$ cat src/rtl/uart_rxq_pkg.sv
package uart_rxq_pkg;

  // Interrupt threshold for a two-bit select, scaled to the queue depth.
  function automatic int unsigned trig_level(input logic [1:0] sel,
                                             input int unsigned depth);
    case (sel)
      2'b00:   return 1;
      2'b01:   return depth / 4;
      2'b10:   return depth / 2;
      default: return depth;
    endcase
  endfunction

endpackage

$ cat src/rtl/uart_rxq_store.sv
module uart_rxq_store #(
  parameter int DATA_W = 8,
  parameter int DEPTH  = 16,
  parameter int CNT_W  = $clog2(DEPTH + 1)
) (
  input  logic              clk,
  input  logic              rst,
  input  logic              flush,
  input  logic              push,
  input  logic              pop,
  input  logic [DATA_W-1:0] din,
  output logic [DATA_W-1:0] head,
  output logic [CNT_W-1:0]  cnt,
  output logic [CNT_W-1:0]  cnt_nxt
);
  localparam int PTR_W = $clog2(DEPTH);

  logic [DATA_W-1:0] mem [DEPTH];
  logic [PTR_W-1:0]  wr_ptr;
  logic [PTR_W-1:0]  rd_ptr;

  // Storage array: no reset, single write port, so it maps onto RAM.
  always_ff @(posedge clk) begin
    if (push) mem[wr_ptr] <= din;
  end

  assign head = mem[rd_ptr];

  always_comb begin
    cnt_nxt = cnt;
    if (flush) begin
      cnt_nxt = '0;
    end else begin
      case ({push, pop})
        2'b10:   cnt_nxt = cnt + CNT_W'(1);
        2'b01:   cnt_nxt = cnt - CNT_W'(1);
        default: cnt_nxt = cnt;
      endcase
    end
  end

  always_ff @(posedge clk) begin
    if (rst || flush) begin
      wr_ptr <= '0;
      rd_ptr <= '0;
      cnt    <= '0;
    end else begin
      if (push) wr_ptr <= wr_ptr + PTR_W'(1);
      if (pop)  rd_ptr <= rd_ptr + PTR_W'(1);
      cnt <= cnt_nxt;
    end
  end

endmodule

$ cat src/rtl/uart_rxq_hold.sv
module uart_rxq_hold #(
  parameter int DATA_W = 8
) (
  input  logic              clk,
  input  logic              rst,
  input  logic              flush,
  input  logic              load,
  input  logic              pop,
  input  logic [DATA_W-1:0] din,
  output logic [DATA_W-1:0] data,
  output logic              full,
  output logic              full_nxt
);
  always_comb begin
    if (flush)     full_nxt = 1'b0;
    else if (load) full_nxt = 1'b1;
    else if (pop)  full_nxt = 1'b0;
    else           full_nxt = full;
  end

  always_ff @(posedge clk) begin
    if (rst) begin
      full <= 1'b0;
      data <= '0;
    end else begin
      full <= full_nxt;
      if (load) data <= din;
    end
  end

endmodule

$ cat src/rtl/uart_rxq_irq.sv
module uart_rxq_irq #(
  parameter int DEPTH = 16,
  parameter int CNT_W = $clog2(DEPTH + 1)
) (
  input  logic             clk,
  input  logic             rst,
  input  logic             fifo_mode,
  input  logic [CNT_W-1:0] q_cnt_nxt,
  input  logic             h_full_nxt,
  input  logic [1:0]       trig_sel,
  input  logic             rda_en,
  input  logic             rls_en,
  output logic             rda_irq,
  output logic             rls_irq_en
);
  import uart_rxq_pkg::*;

  logic [CNT_W-1:0] level;
  logic             reached;

  assign level   = CNT_W'(trig_level(trig_sel, DEPTH));
  assign reached = fifo_mode ? (q_cnt_nxt >= level) : h_full_nxt;

  always_ff @(posedge clk) begin
    if (rst) begin
      rda_irq    <= 1'b0;
      rls_irq_en <= 1'b0;
    end else begin
      rda_irq    <= rda_en && reached;
      rls_irq_en <= rls_en;
    end
  end

endmodule

$ cat src/rtl/uart_rxq.sv
module uart_rxq #(
  parameter int DATA_W = 8,
  parameter int BUS_W  = 32,
  parameter int DEPTH  = 16,
  parameter int CNT_W  = $clog2(DEPTH + 1)
) (
  input  logic              clk,
  input  logic              rst,
  input  logic              wr_stb,
  input  logic [DATA_W-1:0] wr_byte,
  input  logic              rd_stb,
  input  logic              fifo_en,
  input  logic              fifo_clr,
  input  logic [1:0]        trig_sel,
  input  logic [2:0]        ie_bits,
  output logic [DATA_W-1:0] head_byte,
  output logic [BUS_W-1:0]  rbr_word,
  output logic              data_ready,
  output logic [CNT_W-1:0]  fill_count,
  output logic              overrun,
  output logic              rda_irq,
  output logic              rls_irq_en
);
  logic              mode_q;
  logic              flush;
  logic              q_push, q_pop;
  logic              h_load, h_pop;
  logic [DATA_W-1:0] q_head, h_data;
  logic [CNT_W-1:0]  q_cnt, q_cnt_nxt;
  logic              h_full, h_full_nxt;
  logic              ovr_set;
  logic [DATA_W-1:0] rbr_q;

  // A mode change flushes, just like the clear pulse.
  assign flush = fifo_clr || (fifo_en != mode_q);

  assign q_pop  = fifo_en && rd_stb && (q_cnt != '0) && !flush;
  assign q_push = fifo_en && wr_stb && !flush &&
                  ((q_cnt != CNT_W'(DEPTH)) || q_pop);
  assign h_pop  = !fifo_en && rd_stb && h_full && !flush;
  assign h_load = !fifo_en && wr_stb && !flush;

  assign ovr_set = wr_stb && !flush &&
                   (fifo_en ? !q_push : (h_full && !h_pop));

  uart_rxq_store #(.DATA_W(DATA_W), .DEPTH(DEPTH), .CNT_W(CNT_W)) u_store (
    .clk(clk), .rst(rst), .flush(flush), .push(q_push), .pop(q_pop),
    .din(wr_byte), .head(q_head), .cnt(q_cnt), .cnt_nxt(q_cnt_nxt)
  );

  uart_rxq_hold #(.DATA_W(DATA_W)) u_hold (
    .clk(clk), .rst(rst), .flush(flush), .load(h_load), .pop(h_pop),
    .din(wr_byte), .data(h_data), .full(h_full), .full_nxt(h_full_nxt)
  );

  uart_rxq_irq #(.DEPTH(DEPTH), .CNT_W(CNT_W)) u_irq (
    .clk(clk), .rst(rst), .fifo_mode(fifo_en), .q_cnt_nxt(q_cnt_nxt),
    .h_full_nxt(h_full_nxt), .trig_sel(trig_sel), .rda_en(ie_bits[0]),
    .rls_en(ie_bits[2]), .rda_irq(rda_irq), .rls_irq_en(rls_irq_en)
  );

  always_ff @(posedge clk) begin
    if (rst) begin
      mode_q  <= fifo_en;
      overrun <= 1'b0;
      rbr_q   <= '0;
    end else begin
      mode_q <= fifo_en;
      if (flush)        overrun <= 1'b0;
      else if (ovr_set) overrun <= 1'b1;
      if (q_pop)      rbr_q <= q_head;
      else if (h_pop) rbr_q <= h_data;
    end
  end

  assign head_byte  = mode_q ? q_head : h_data;
  assign fill_count = mode_q ? q_cnt : CNT_W'(h_full);
  assign data_ready = (fill_count != '0);
  assign rbr_word   = {{(BUS_W-DATA_W){1'b0}}, rbr_q};

endmodule

$ cat config.mk
export PLATFORM = sky130hd
export DESIGN_NAME = uart_rxq
export DESIGN_NICKNAME = d
export VERILOG_FILES = /design/src/rtl/uart_rxq_pkg.sv /design/src/rtl/uart_rxq_store.sv /design/src/rtl/uart_rxq_hold.sv /design/src/rtl/uart_rxq_irq.sv /design/src/rtl/uart_rxq.sv
export SDC_FILE = /design/constraint.sdc
export NUM_CORES = 1
export LEC_CHECK = 0
export CAP_MARGIN = 10
export CELL_PAD_IN_SITES_DETAIL_PLACEMENT = 1
export CELL_PAD_IN_SITES_GLOBAL_PLACEMENT = 1
export CORE_MARGIN = 1
export CORE_UTILIZATION = 44
export DETAILED_ROUTE_END_ITERATION = 10
export PLACE_DENSITY_LB_ADDON = 0.1
export SKIP_CTS_REPAIR_TIMING = 1
export SLEW_MARGIN = 15
export SYNTH_ARGS = -nofsm -noshare
export SYNTH_HDL_FRONTEND = slang
export SYNTH_HIERARCHICAL = 1
export SYNTH_SLANG_ARGS = --single-unit
$ cat constraint.sdc
create_clock -name clk -period 4.09 [get_ports clk]
set_input_delay 0.409 -clock clk [delete_from_list [all_inputs] [get_ports clk]]
set_output_delay 0.409 -clock clk [all_outputs]
set_load 0.02 [all_outputs]
**Word-level counts from Yosys, hierarchy flattened**

Memory sizes are Yosys's and may differ from the RTL's. A register that Yosys moved wholly into a read port is not among the register bits.
Index checks and enable logic that the tools add are counted.

- Bits of input ports: 19
- Memories: 1
- RAM bits: 128
- Register bits after elaboration: 34

- Equal/unequal tests: 6
- Muxes and demuxes: 16
- Add/subtract/negate cells: 4
- $lt $le $gt $ge: 1
- Reduce and logical (&&, ||, !) cells: 27

Memory list:

| memory | words | width | rd ports | clocked after Yosys merged registers in | write ports | line | source |
|---|---|---|---|---|---|---|---|
| u_store.mem | 16 | 8 | 1 | 1 | 1 | uart_rxq_store.sv:18 | `logic [DATA_W-1:0] mem [DEPTH];` |

Operator list:

| kind | number |
|---|---|
| $mux W8 | 3 |
| $logic_and A1 B1 Y1 | 15 |
| $pmux W5 S3 | 1 |
| $mux W5 | 2 |
| $pmux W5 S2 | 1 |
| $reduce_bool A5 Y1 | 2 |
| $add A4 B1 Y4 const B | 2 |
| $mux W4 | 2 |
| $mux W1 | 7 |
| $add A5 B1 Y5 const B | 1 |
| $ge A5 B5 Y1 | 1 |
| $ne A5 B5 Y1 const B | 1 |
| $sub A5 B1 Y5 const B | 1 |
| $eq A2 B1 Y1 const B | 2 |
| $eq A2 B2 Y1 const B | 2 |
| $logic_not A1 Y1 | 4 |
| $logic_or A1 B1 Y1 | 3 |
| $logic_not A2 Y1 | 1 |
| $reduce_bool A2 Y1 | 1 |
| $reduce_or A2 Y1 | 1 |
| $ne A1 B1 Y1 | 1 |

**Longest topological paths before layout**

- Depth after elaboration: 12
- Depth in mapped cells: 18
- Mapped depth without buffers: 15

**Cells and area by module**

The synthesis kept the hierarchy.

Modules (own cells, without submodules):

| module | area an instance (um2) | cells an instance | instances |
|---|---|---|---|
| uart_rxq_store | 5858.1 | 313 | 1 |
| uart_rxq | 852.1 | 99 | 1 |
| uart_rxq_hold | 334.1 | 31 | 1 |
| uart_rxq_irq | 166.4 | 19 | 1 |

**Least setup slack after synthesis**

OpenSTA, ideal clock, no wires.

- Path type: flip-flop to flip-flop
- Start point: reg mode_q
- End point: reg u_irq.rda_irq
- Data required time: 3967 ps
- Data arrival time: 3706 ps
- Setup time: 123 ps
- Stages on the path, launching flop included: 19
- Path slack: 261 ps
- Path through: dfxtp_1 buf_2 buf_2 xnor2_1 nand2_1 nor3_1 clkbuf_1 inv_1 ha_1 xor2_1 ha_1 a21oi_1 xor2_1 nor2_1 mux2_2 ha_1 or4b_1 o2111ai_1 a21oi_1

- Longest elaborated chain between the ends: 12
- Elaborated cells between the ends (all ways): 19
- Those cells by class: order compare (1); eq/ne (3); mux (6); reduce/logical (9)

Ends and longest elaborated chain:

| what | line | source |
|---|---|---|
| start, declared | uart_rxq.sv:24 | `logic mode_q;` |
| start signal, assigned | uart_rxq.sv:64 | `mode_q <= fifo_en;` |
| start signal, assigned | uart_rxq.sv:68 | `mode_q <= fifo_en;` |
| $ne A1 B1 Y1 * | uart_rxq.sv:35 | `assign flush = fifo_clr \|\| (fifo_en != mode_q);` |
| $logic_or A1 B1 Y1 * | uart_rxq.sv:35 |  |
| via flush | uart_rxq.sv:25 | `logic flush;` |
| $logic_not A1 Y1 * | uart_rxq.sv:37, uart_rxq.sv:38 |  |
| $logic_and A1 B1 Y1 | uart_rxq.sv:37 | `assign q_pop = fifo_en && rd_stb && (q_cnt != '0) && !flush;` |
| $logic_or A1 B1 Y1 | uart_rxq.sv:39 | `((q_cnt != CNT_W'(DEPTH)) \|\| q_pop);` |
| $logic_and A1 B1 Y1 * | uart_rxq.sv:38 | `assign q_push = fifo_en && wr_stb && !flush &&` |
| via q_push | uart_rxq.sv:26 | `logic q_push, q_pop;` |
| $eq A2 B1 Y1 / $eq A2 B2 Y1 (equally long branches) | uart_rxq_store.sv:34 | `case ({push, pop})` |
| $pmux W5 S2 * | uart_rxq_store.sv:34 |  |
| $mux W5 * | uart_rxq_store.sv:31 | `if (flush) begin` |
| via q_cnt_nxt[2] | uart_rxq.sv:29 | `logic [CNT_W-1:0] q_cnt, q_cnt_nxt;` |
| $ge A5 B5 Y1 * | uart_rxq_irq.sv:22 | `assign reached = fifo_mode ? (q_cnt_nxt >= level) : h_full_nxt;` |
| $mux W1 * | uart_rxq_irq.sv:22 |  |
| $logic_and A1 B1 Y1 * | uart_rxq_irq.sv:29 | `rda_irq <= rda_en && reached;` |
| end signal, assigned | uart_rxq_irq.sv:29 |  |
| end, declared | uart_rxq_irq.sv:13 | `output logic rda_irq,` |

The timed path passes the listed nets; every way through them passes the cells marked *.
A chain may end at the register's enable or synchronous reset.

**Final worst setup path**

- Start point: reg u_store.cnt[2]
- End point: reg u_irq.rda_irq

- Longest elaborated chain between the ends: 11
- Elaborated cells between the ends (all ways): 15
- Those cells by class: add/sub (2); order compare (1); eq/ne (3); mux (3); reduce/logical (6)

Ends and longest elaborated chain:

| what | line | source |
|---|---|---|
| start, declared | uart_rxq_store.sv:13 | `output logic [CNT_W-1:0] cnt,` |
| start signal, assigned | uart_rxq_store.sv:50 | `cnt <= cnt_nxt;` |
| $reduce_bool A5 Y1 | uart_rxq.sv:37 |  |
| $logic_and A1 B1 Y1 (2 in series) | uart_rxq.sv:37 |  |
| $logic_or A1 B1 Y1 * | uart_rxq.sv:39 |  |
| $logic_and A1 B1 Y1 * | uart_rxq.sv:38 |  |
| via q_push | uart_rxq.sv:26 |  |
| $eq A2 B1 Y1 / $eq A2 B2 Y1 (equally long branches) | uart_rxq_store.sv:34 |  |
| $pmux W5 S2 * | uart_rxq_store.sv:34 |  |
| $mux W5 * | uart_rxq_store.sv:31 |  |
| via q_cnt_nxt[2] | uart_rxq.sv:29 |  |
| $ge A5 B5 Y1 * | uart_rxq_irq.sv:22 |  |
| $mux W1 * | uart_rxq_irq.sv:22 |  |
| $logic_and A1 B1 Y1 * | uart_rxq_irq.sv:29 |  |

Marks and branches as above.

==> flow_metrics.tcl <==
set metrics [dict create \
    cellInternalPower_mw 2.81 \
    outcome "complete, no violations" \
    setup-tns-final_ps 0 \
    placed_area_sq_mm 0.00778 \
    power.net_switching_mw 0.698 \
    post-dp-hpwl_mm 10.2 \
    timing.hold.worst_path_depth 2 \
    worst_setup_hold_path_clk_slew_ps 60 \
    detail_route.first_pass.iterations 4 \
    max_rail_drop_vdd_v 0.000319 \
    cts_made_buffers 17 \
    clk-insertion-delay-late_ps 420 \
    timing.critical_path.arrival_ps 4060 \
    fin_area_sq_mm 0.00834 \
    synth_area_per_cell_sq_um 15.6 \
    finalHoldViolations 0 \
    effective_utilization_at_floorplan 0.452 \
    antenna_found_initial 0 \
    timing.rr.start "u_store/cnt[2]" \
    cp_max_fo 3 \
    layout.nets 544 \
    detailroute.via_count 3974 \
    synth_edf_count 128 \
    critical_path_cell_by_cell "or4_4, o31ai_1, nor3_1, inv_1, ha_1, xor2_1, ha_1, a21oi_1, xor2_1, nor2_1, mux2_2, ha_1, or4b_1, o2111ai_1, a21oi_1" \
    worst_tran_pin_value_ps 642 \
    setup_viol 0 \
    drt_drc_violations_left 0 \
    gpl.final_weighted_congestion 0.746 \
    crit_slowest_cell "or4_4" \
    timing.critical_path.buf_inv 1 \
    syn-cell-area_sq_mm 0.00721 \
    coreArea_sq_mm 0.0159 \
    fin_skew_ps 6.88 \
    cpPeakStageDelay_ps 570 \
    finalWirelength_mm 15.0 \
    yosysWarningCount 6 \
    num_rows 46 \
    yosys_most_used_dff "edfxtp_1" \
    via_per_inst 5.37 \
    max_cap_violations 0 \
    antenna_cells 0 \
    cts.root.buffer_cell "clkbuf_16" \
    clk_path_buf_depth 2 \
    r2r_setup_slack_ps 340 \
    power.share.combinational 0.036 \
    drv_slew 0 \
    p_leak_nw 2.78 \
    finish.utilization 0.523 \
    synthArstFlopShare 0 \
    rsz0062_at_grt "no" \
    hp-class "reg2reg" \
    timing.fmax_mhz 267 \
    layout-drive-gt1-share 0.130 \
    die_height_microns 130 \
    postRouteAntennaNets 0 \
    net_sw_frac 0.199 \
    syn-instance-count 462 \
    cts_max_level 4 \
    register_share_of_total_power 0.520 \
    cp_common_cell "ha_1" \
    worst-r2r-cell-count 15 \
    clock-sinks 166 \
    clock_power_frac 0.444 \
    path_class "reg2reg" \
    area.growth.synth_to_final_pct 15.7 \
    synth_cell_type_count 55 \
    synth_seq_area_share 0.639 \
    regToRegEndpoint "u_irq/rda_irq" \
    worst_setup_path_start_kind "flip-flop" \
    floorplan.die_area_sq_mm 0.0169 \
    groute.usage.overall 0.197 \
    finalCriticalPeriod_ps 3750 \
    first_global_vias 4146 \
    io-pin-count 68 \
    tritoncts "done" \
    finalCritPeriodShare 0.917 \
    timing.hold.worst_endpoint "rbr_q[1]" \
    grt_pass1_wl_mm 23.6 \
    final.hold.worst_slack_ps 486 \
    pin_count_of_the_biggest_net_entering_global_routing 33 \
    path_delay_family "simple AND/OR/NAND/NOR gates" \
    setup.worst_path.end_class "flip-flop" \
    pwr_density_cell_mw_per_mm2 420 \
    fp.dieW_microns 130 \
    drt_iter0_drc 194 \
    critical_path_required_ps 4400 \
    gr-total-overflow 0 \
    worstHoldStart "rbr_q[1]" \
    worst_slew_margin_rel 0.571 \
    io_buffers 42 \
    synth-seq-cells 166 \
    final.fill_count 1535 \
    wire_per_inst_microns 20.3 \
]
## registers in the layout (all words and copies together), names as in the netlist, named ones only
register,count
mode_q,1
u_store/rd_ptr,4
u_store/cnt,5
u_store/wr_ptr,4
overrun,1
u_irq/rda_irq,1
rbr_q,8
u_hold/data,8
u_irq/rls_irq_en,1
u_store/mem,128
u_hold/full,1
## layout make-up
class | count | area (sq um) | share of cell area
clock inverter | 11 | 135 | 0.0162
inverter | 13 | 51.3 | 0.00615
multi-input combinational | 259 | 2310 | 0.277
tap | 216 | 270 | 0.0324
timing repair buffer | 56 | 538 | 0.0645
sequential | 166 | 4610 | 0.552
clock buffer | 19 | 433 | 0.0519
## per-layer routing
layer | GRT usage | up-vias | wire (microns) | share of wire
met3 | 0.0390 | 14 | 675 | 0.045
met5 | 0 | - | 0 | 0
met2 | 0.319 | 96 | 7210 | 0.48
li1 | - | 1820 | - | -
met4 | 0.0834 | 0 | 184 | 0.012
met1 | 0.259 | 2044 | 6960 | 0.46
## worst max path at each step
stage / cells after the start / start / end
after floorplan: 18 / mode_q / u_irq/rda_irq
after global placement: 16 / fifo_en / u_irq/rda_irq
after detailed placement: 16 / fifo_en / u_irq/rda_irq
after CTS: 15 / u_store/cnt[2] / u_irq/rda_irq
after global routing: 15 / u_store/cnt[3] / u_irq/rda_irq
final: 15 / u_store/cnt[2] / u_irq/rda_irq
## through the flow
stage	worst slack, ps	std cells	total power [mW]
after global placement	27.3	710	1.98
after floorplan	261	485	1.94
after detailed placement	-26.3	710	1.98
after global routing	12.8	740	3.61
after CTS	315	740	3.54
final	340	740	3.51
## worst reg2reg max path, cell delays in order, from the launching register on
cell	delay (ps)
dfxtp_1	320
or4_4	570
o31ai_1	320
nor3_1	150
inv_1	110
ha_1	190
xor2_1	140
ha_1	200
a21oi_1	60
xor2_1	140
nor2_1	170
mux2_2	380
ha_1	210
or4b_1	460
o2111ai_1	120
a21oi_1	90
## logic make-up (layout without fill, tap and decap cells)
| kind of cell | Yosys count | count (layout) | share of synthesized area |
|---|---|---|---|
| AO/OA/AOI/OAI | 50 | 50 | 0.0512 |
| XOR/XNOR | 11 | 11 | 0.0134 |
| adder cells (fa/ha/maj) | 12 | 12 | 0.0208 |
| buffers and inverters | 60 | 99 | 0.0529 |
| flip-flops | 166 | 166 | 0.639 |
| multiplexers | 56 | 56 | 0.142 |
| other | 1 | 24 | 0.000520 |
| AND/OR/NAND/NOR | 106 | 106 | 0.0802 |
## cell usage after synthesis (all sizes together), types with 3 or more instances
master,number,area share
edfxtp,128,0.53
buf,38,0.038
dfxtp,38,0.11
mux4,32,0.11
nor2,30,0.016
a22oi,24,0.025
and2,22,0.019
nand2,15,0.0078
a21oi,13,0.0090
inv,13,0.0071
mux2i,13,0.018
ha,12,0.021
mux2,11,0.017
nand3b,8,0.0083
xor2,7,0.0085
clkbuf,6,0.0033
nor2b,5,0.0043
nor3,5,0.0035
nand2b,4,0.0035
xnor2,4,0.0049
clkdlybuf4s25,3,0.0042
nor3b,3,0.0031
## power by group through the flow
stage	clock, mW	combinational, mW	sequential [mW]
floorplan	0	0.0816	1.86
global route	1.65	0.139	1.82
detailed placement	0	0.126	1.86
global placement	0	0.122	1.86
CTS	1.59	0.127	1.82
finish	1.56	0.125	1.82
## placed cells by master (no fill, tap or decap), types with 12 or more instances in the layout
master,instances
a21oi_1,13
a22oi_1,24
and2_1,22
buf_4,13
clkbuf_16,17
clkdlybuf4s50_1,42
conb_1,24
dfxtp_1,37
edfxtp_1,128
ha_1,12
mux2i_1,13
mux4_1,14
mux4_2,18
nand2_1,15
nor2_1,30
(Power assumes the default switching activity.)
